$ cat config.mk
export PLATFORM = sky130hd
export DESIGN_NAME = rtc_irq_ctrl
export DESIGN_NICKNAME = d
export VERILOG_FILES = /design/src/rtl/rtc_irq_pkg.sv /design/src/rtl/rtc_rate_gen.sv /design/src/rtl/rtc_update_seq.sv /design/src/rtl/rtc_flag_bank.sv /design/src/rtl/rtc_irq_ctrl.sv
export SDC_FILE = /design/constraint.sdc
export NUM_CORES = 1
export LEC_CHECK = 0
export BUFFER_PORTS_ARGS = -buffer_cell sky130_fd_sc_hd__buf_2
export CAP_MARGIN = 20
export CORE_ASPECT_RATIO = 0.5
export CORE_MARGIN = 2
export CORE_UTILIZATION = 63
export DETAILED_ROUTE_END_ITERATION = 8
export GPL_TIMING_DRIVEN = 0
export PLACE_DENSITY = 0.82
export RECOVER_POWER = 25
export SYNTH_ARGS = -nofsm -noshare
export SYNTH_HDL_FRONTEND = slang
export SYNTH_SLANG_ARGS = --single-unit
$ cat constraint.sdc
create_clock -name clk -period 6.3 [get_ports clk]
set_clock_uncertainty 0.2 [all_clocks]
set_input_delay 1.26 -clock clk [delete_from_list [all_inputs] [get_ports clk]]
set_output_delay 1.26 -clock clk [all_outputs]
set_load 0.01 [all_outputs]
$ cat src/rtl/rtc_irq_pkg.sv
package rtc_irq_pkg;
  localparam int RATE_W = 4;
  localparam int PRE_W  = (1 << RATE_W) - 2;
  localparam int NSRC   = 3;

  localparam logic [7:0] IDX_CTRL = 8'h0A;
  localparam logic [7:0] IDX_ENAB = 8'h0B;
  localparam logic [7:0] IDX_FLAG = 8'h0C;
  localparam logic [7:0] IDX_PWR  = 8'h0D;

  localparam logic [2:0] DIV_RUN   = 3'b010;
  localparam logic [6:0] CTRL_RST  = 7'h20;
  localparam logic [7:0] PWR_VALUE = 8'h80;

  // flag bank order matches enable register bits 6:4
  localparam int SRC_UPD = 0;
  localparam int SRC_ALM = 1;
  localparam int SRC_PER = 2;
endpackage

$ cat src/rtl/rtc_rate_gen.sv
module rtc_rate_gen
  import rtc_irq_pkg::*;
#(
  parameter int FAST_CYC = 8
) (
  input  logic              clk,
  input  logic              rst,
  input  logic              tb_en,
  input  logic [RATE_W-1:0] rate,
  input  logic [2:0]        div,
  output logic              per_ev
);
  localparam int FW = $clog2(2 * FAST_CYC);

  logic             run, hold, fast_sel;
  logic [PRE_W-1:0] pre_q;
  logic [FW-1:0]    fast_q, fast_lim;
  logic [15:0]      tap;

  assign run      = (div == DIV_RUN);
  assign hold     = (div[2:1] == 2'b11);
  assign fast_sel = (rate == 4'd1) || (rate == 4'd2);
  assign fast_lim = (rate == 4'd2) ? FW'(2 * FAST_CYC - 1) : FW'(FAST_CYC - 1);

  always_ff @(posedge clk) begin
    if (rst || hold)        pre_q <= '0;
    else if (run && tb_en)  pre_q <= pre_q + 1'b1;
  end

  always_ff @(posedge clk) begin
    if (rst || hold || !run || !fast_sel) fast_q <= '0;
    else if (fast_q == fast_lim)          fast_q <= '0;
    else                                  fast_q <= fast_q + 1'b1;
  end

  assign tap[2:0] = 3'b000;
  for (genvar k = 3; k < 16; k++) begin : g_tap
    assign tap[k] = &pre_q[k-2:0];
  end

  assign per_ev = run && ((tb_en && (rate >= 4'd3) && tap[rate]) ||
                          (fast_sel && (fast_q == fast_lim)));

  // fast counter never runs past its limit
  a_r4_fast_bound: assert property (@(posedge clk) disable iff (rst)
    fast_sel |-> (fast_q <= FW'(2 * FAST_CYC - 1)));
endmodule

$ cat src/rtl/rtc_update_seq.sv
module rtc_update_seq #(
  parameter int UIP_LEN = 8
) (
  input  logic clk,
  input  logic rst,
  input  logic tb_en,
  input  logic sec_tick,
  input  logic run,
  input  logic halt,
  output logic uip,
  output logic upd_ev
);
  localparam int CW = (UIP_LEN > 2) ? $clog2(UIP_LEN) : 1;

  logic [CW-1:0] cnt_q;
  logic          last;

  assign last   = (cnt_q == CW'(UIP_LEN - 1));
  assign upd_ev = uip && tb_en && last && run && !halt;

  always_ff @(posedge clk) begin
    if (rst || halt || !run) begin
      uip   <= 1'b0;
      cnt_q <= '0;
    end else if (!uip) begin
      if (sec_tick) begin
        uip   <= 1'b1;
        cnt_q <= '0;
      end
    end else if (tb_en) begin
      if (last) uip   <= 1'b0;
      else      cnt_q <= cnt_q + 1'b1;
    end
  end

  // halt closes the window on the next edge
  a_r7_halt_clears: assert property (@(posedge clk) disable iff (rst)
    halt |=> !uip);
  // window opens only on a tick
  a_r6_open_on_tick: assert property (@(posedge clk) disable iff (rst)
    $rose(uip) |-> $past(sec_tick));
  // update event closes the window
  a_r6_event_closes: assert property (@(posedge clk) disable iff (rst)
    upd_ev |=> !uip);
endmodule

$ cat src/rtl/rtc_flag_bank.sv
module rtc_flag_bank
  import rtc_irq_pkg::*;
(
  input  logic            clk,
  input  logic            rst,
  input  logic [NSRC-1:0] ev,
  input  logic            clr,
  input  logic [NSRC-1:0] en_next,
  output logic [NSRC-1:0] flags,
  output logic            irq
);
  logic [NSRC-1:0] flag_n;

  assign flag_n = (clr ? '0 : flags) | ev;

  always_ff @(posedge clk) begin
    if (rst) begin
      flags <= '0;
      irq   <= 1'b0;
    end else begin
      flags <= flag_n;
      irq   <= |(flag_n & en_next);
    end
  end

  // after a clearing read only the same-cycle events remain
  a_r10_clear_keeps_new: assert property (@(posedge clk) disable iff (rst)
    clr |=> (flags == $past(ev)));
  // alarm strobe always lands in the bank
  a_r8_alarm_sets: assert property (@(posedge clk) disable iff (rst)
    ev[SRC_ALM] |=> flags[SRC_ALM]);
endmodule

$ cat src/rtl/rtc_irq_ctrl.sv
module rtc_irq_ctrl
  import rtc_irq_pkg::*;
#(
  parameter int FAST_CYC = 8,
  parameter int UIP_LEN  = 8
) (
  input  logic       clk,
  input  logic       rst,
  input  logic       tb_en,
  input  logic       sec_tick,
  input  logic       alarm_match,
  input  logic       bus_sel,
  input  logic       bus_wr,
  input  logic       bus_rd,
  input  logic [7:0] bus_wdata,
  output logic [7:0] bus_rdata,
  output logic       irq
);
  logic [7:0]      idx_q;
  logic [6:0]      ctrl_q, ctrl_n;
  logic [7:0]      enab_q, enab_n;
  logic            data_wr, data_rd, flag_rd;
  logic            uip, upd_ev, per_ev, irqf;
  logic [NSRC-1:0] ev, flags;
  logic [7:0]      rd_mux;

  assign data_wr = bus_wr && bus_sel;
  assign data_rd = bus_rd && bus_sel;
  assign flag_rd = data_rd && (idx_q == IDX_FLAG);

  assign ctrl_n = (data_wr && idx_q == IDX_CTRL) ? bus_wdata[6:0] : ctrl_q;
  assign enab_n = (data_wr && idx_q == IDX_ENAB) ? bus_wdata      : enab_q;

  always_ff @(posedge clk) begin
    if (rst) begin
      idx_q  <= '0;
      ctrl_q <= CTRL_RST;
      enab_q <= '0;
    end else begin
      if (bus_wr && !bus_sel) idx_q <= bus_wdata;
      ctrl_q <= ctrl_n;
      enab_q <= enab_n;
    end
  end

  rtc_rate_gen #(.FAST_CYC(FAST_CYC)) u_rate (
    .clk(clk), .rst(rst), .tb_en(tb_en),
    .rate(ctrl_q[3:0]), .div(ctrl_q[6:4]), .per_ev(per_ev)
  );

  rtc_update_seq #(.UIP_LEN(UIP_LEN)) u_upd (
    .clk(clk), .rst(rst), .tb_en(tb_en), .sec_tick(sec_tick),
    .run(ctrl_q[6:4] == DIV_RUN), .halt(enab_q[7]),
    .uip(uip), .upd_ev(upd_ev)
  );

  always_comb begin
    ev          = '0;
    ev[SRC_PER] = per_ev;
    ev[SRC_ALM] = alarm_match;
    ev[SRC_UPD] = upd_ev;
  end

  rtc_flag_bank u_flags (
    .clk(clk), .rst(rst), .ev(ev), .clr(flag_rd),
    .en_next(enab_n[6:4]), .flags(flags), .irq(irq)
  );

  assign irqf = |(flags & enab_q[6:4]);

  always_comb begin
    case (idx_q)
      IDX_CTRL: rd_mux = {uip, ctrl_q};
      IDX_ENAB: rd_mux = enab_q;
      IDX_FLAG: rd_mux = {irqf, flags, 4'b0000};
      IDX_PWR:  rd_mux = PWR_VALUE;
      default:  rd_mux = 8'h00;
    endcase
  end

  always_ff @(posedge clk) begin
    if (rst)          bus_rdata <= '0;
    else if (data_rd) bus_rdata <= rd_mux;
  end

  // registered IRQ tracks enabled flags
  a_r9_irq_summary: assert property (@(posedge clk) disable iff (rst)
    irq == |(flags & enab_q[6:4]));
  // a held divider keeps the periodic flag quiet
  a_r5_hold_quiet: assert property (@(posedge clk) disable iff (rst)
    (ctrl_q[6:5] == 2'b11 && !flags[SRC_PER]) |=> !flags[SRC_PER]);
  // no update window while halted
  a_r7_no_uip_halted: assert property (@(posedge clk) disable iff (rst)
    (enab_q[7] && $past(enab_q[7])) |-> !uip);
endmodule

==> flow_summary.ini <==
[clocking]
cts_tree = done
hold_buffers = 0
insertion_delay_ns = 0.35
cts_setup_buffers = 0
cts_made_buffers = 9
h-tree-depth = 3
cts_resized = 0
path_clk_slew_ns = 0.07
clock-root-buffer = clkbuf_8
cts.sinks = 57
clockBufferDepth = 2

[pwr]
leakage_nw = 1.17
pwr-share-seq = 0.465
power.share.clock = 0.491
p_switching_uw = 184
pwr-share-comb = 0.044
power.density_nw_per_um2 = 263
swShare = 0.231
internal_power_uw = 612
ir_drop_v = 0.000229

[global_routing]
antenna_found_initial = 0
grt_pass1_wl_um = 10100
grt_max_degree = 12
grt_overflow = 0
grt_pass1_vias = 2249
grt_usage = 0.281

[hold_path]
min_from = idx_q[4]
whs_endpoint = idx_q[4]
hold_path_class = flip-flop to flip-flop
hold_path_depth = 2

[timing]
hold_violations = 0
tightest_slew_ns = 1.46
grt_setup_unrepaired = no
period_needed_ns = 3.24
slew_viol_final = 0
max_freq_ghz = 0.308
relSlewSlack = 0.0194
finalSetupViolCount = 0
finalSetupTns_ns = 0
post-route-period-util = 0.515

[synthesis]
ys_ff_latch = 57
synth_nets = 331
avgSynthCellArea_um2 = 8.57
ys_seq_area_frac = 0.432
netlist_instances = 308
synth_area_leaders = dfxtp_1 43%, nor2_1 6.7%, nand2_1 5.5%, a21oi_1 4.9%, mux2i_1 4.9%
synth_top_area_share = 0.432
ys_types = 43
synth_area_um2 = 2640
yosysTopAreaCell = dfxtp_1
synth-warning-count = 0
async_flop_share = 0
synth_flop_cell = dfxtp_1
synth_edf_count = 0

[detailed_routing]
via_count = 2347
wl_um = 5960
drcViolationCount = 0
first_iter_violations = 95
avgViaCountPerCell = 5.84
dr.pass1.iters = 5
ant_nets = 0
wire_per_inst_um = 14.8

[final_layout]
nets = 366
diodes = 0
syn_to_final_growth_pct = 14.6
drive_gt1_frac = 0.129
fin_cells = 402

[place]
dp_hpwl_um = 4300
gp_congestion = 0.924
io_buffers = 24
dp.cells = 386

[floorplanning]
die_y_um = 49.8
start_util = 0.666
dieWidth_um = 95.6
coreArea_um2 = 3960
die_area_um2 = 4760
boundaryPins = 25
fp-row-count = 16

[setup_path]
r2r_cells = 5
rrSetupSlack_ns = 3.06
path_cells = or3_1, nor4_1, nand3_4, mux2_4, a221o_1
arrival_ns = 3.28
cp-start-kind = flip-flop
r2r_end = u_flags.irq
end_kind = flip-flop
crit_path_max_fanout = 8
critical_path_class = flip-flop to flip-flop
slowest_delay_ns = 1.13
required_ns = 6.34
critPathSlowestCell = nor4_1
r2r_start = idx_q[5]

[run_status]
violations = capacitance limit
status = finished, violations left

[job]
max-cap-violations = 1
[layer usage]
metal / GRT usage / share of wire
met1: 0.334 / 0.46
met3: 0.109 / 0.070
met5: 0 / 0
met4: 0.112 / 0.018
met2: 0.458 / 0.46
[flip-flops by register name, summed over array words and instances, names as in the netlist]
signal / count
bus_rdata: 8
ctrl_q: 7
enab_q: 8
idx_q: 8
u_flags.flags: 3
u_flags.irq: 1
u_rate.fast_q: 4
u_rate.pre_q: 14
u_upd.cnt_q: 3
u_upd.uip: 1
[power groups by stage]
stage | clock (mW) | sequential (mW) | combinational, mW
floorplan | 0 | 0.377 | 0.0230
global placement | 0 | 0.378 | 0.0347
detailed placement | 0 | 0.378 | 0.0363
CTS | 0.396 | 0.370 | 0.0365
global route | 0.408 | 0.371 | 0.0395
finish | 0.391 | 0.370 | 0.0349
[worst max path at each step]
stage               cells past startpoint      from          endpoint
CTS                                     8     tb_en  u_rate.pre_q[13]
finish                                  5  idx_q[5]       u_flags.irq
global placement                        8     tb_en  u_rate.pre_q[13]
detailed placement                      8     tb_en  u_rate.pre_q[13]
global route                            5  idx_q[5]       u_flags.irq
floorplan                               7     tb_en  u_rate.pre_q[13]
[metrics by stage]
step,hold slack (ns),instance area (um^2),total power [mW],worst slack (ns),util
4_1_cts,0.251,3060,0.803,3.63,0.771
3_5_place_dp,0.242,2830,0.414,3.27,0.713
6_report,0.248,3030,0.796,3.06,0.764
5_1_grt,0.267,3030,0.818,2.86,0.764
3_3_place_gp,0.229,2830,0.413,3.32,0.713
2_1_floorplan,0.218,2640,0.400,3.65,-
[cells in the mapped netlist (all sizes together) (2+ instances only)]
| cell type | n |
|---|---|
| dfxtp | 57 |
| nor2 | 47 |
| nand2 | 39 |
| a21oi | 26 |
| mux2i | 13 |
| nand3 | 11 |
| clkbuf | 9 |
| nand2b | 8 |
| ha | 7 |
| inv | 7 |
| nor2b | 7 |
| o21ai | 7 |
| xor2 | 7 |
| xnor2 | 6 |
| nand4 | 5 |
| nor3 | 5 |
| or3 | 5 |
| a222oi | 4 |
| a22oi | 4 |
| nor4 | 4 |
| and4 | 3 |
| buf | 3 |
| a211o | 2 |
| a211oi | 2 |
| a21boi | 2 |
| a21o | 2 |
| a2bb2oi | 2 |
| a31oi | 2 |
| and3 | 2 |
| o2111ai | 2 |
| or2 | 2 |
[cells by family (layout without fill, tap and decap cells)]
kind of cell	Yosys count	after routing	share of synthesized area
simple gates	139	139	0.265
compound gates	59	59	0.144
flops	57	57	0.432
buf+inv	19	59	0.0275
mux	14	14	0.0550
xor+xnor	13	13	0.0431
fa+ha+maj	7	7	0.0332
[worst max-delay path, delay by kind of cell (launching register included)]
| family | cells | cell delay [ns] |
|---|---|---|
| AO/OA/AOI/OAI | 1 | 0.32 |
| flip-flops | 1 | 0.31 |
| multiplexers | 1 | 0.39 |
| AND/OR/NAND/NOR | 3 | 1.91 |
[cell usage in the layout, fill, tap and decap left out, types with 3 or more instances in the layout]
| cell type | synthesis | layout |
|---|---|---|
| dfxtp_1 | 57 | 57 |
| nor2_1 | 47 | 47 |
| nand2_1 | 39 | 39 |
| a21oi_1 | 26 | 26 |
| buf_2 | 1 | 23 |
| mux2i_1 | 13 | 13 |
| clkbuf_1 | 9 | 11 |
| nand3_1 | 10 | 10 |
| clkbuf_8 | 0 | 10 |
| nand2b_1 | 8 | 8 |
| nor2b_1 | 7 | 7 |
| xor2_1 | 7 | 7 |
| o21ai_0 | 7 | 7 |
| ha_1 | 7 | 7 |
| inv_1 | 6 | 6 |
| xnor2_1 | 6 | 6 |
| nand4_1 | 5 | 5 |
| or3_1 | 4 | 5 |
| nor3_1 | 5 | 5 |
| a222oi_1 | 4 | 4 |
| a22oi_1 | 4 | 4 |
| nor4_1 | 1 | 3 |
| and4_1 | 3 | 3 |
[final cells by class]
class                           instances  area (um^2)
Timing Repair Buffer                   24          118
Buffer                                 12         46.3
Fill cell                             294          937
Sequential cell                        57         1140
Tap cell                               54         67.6
Multi-Input combinational cell        232         1400
Inverter                                7         26.3
Clock buffer                           10          138
Clock inverter                          6         90.1
(Power assumes the default switching activity.)
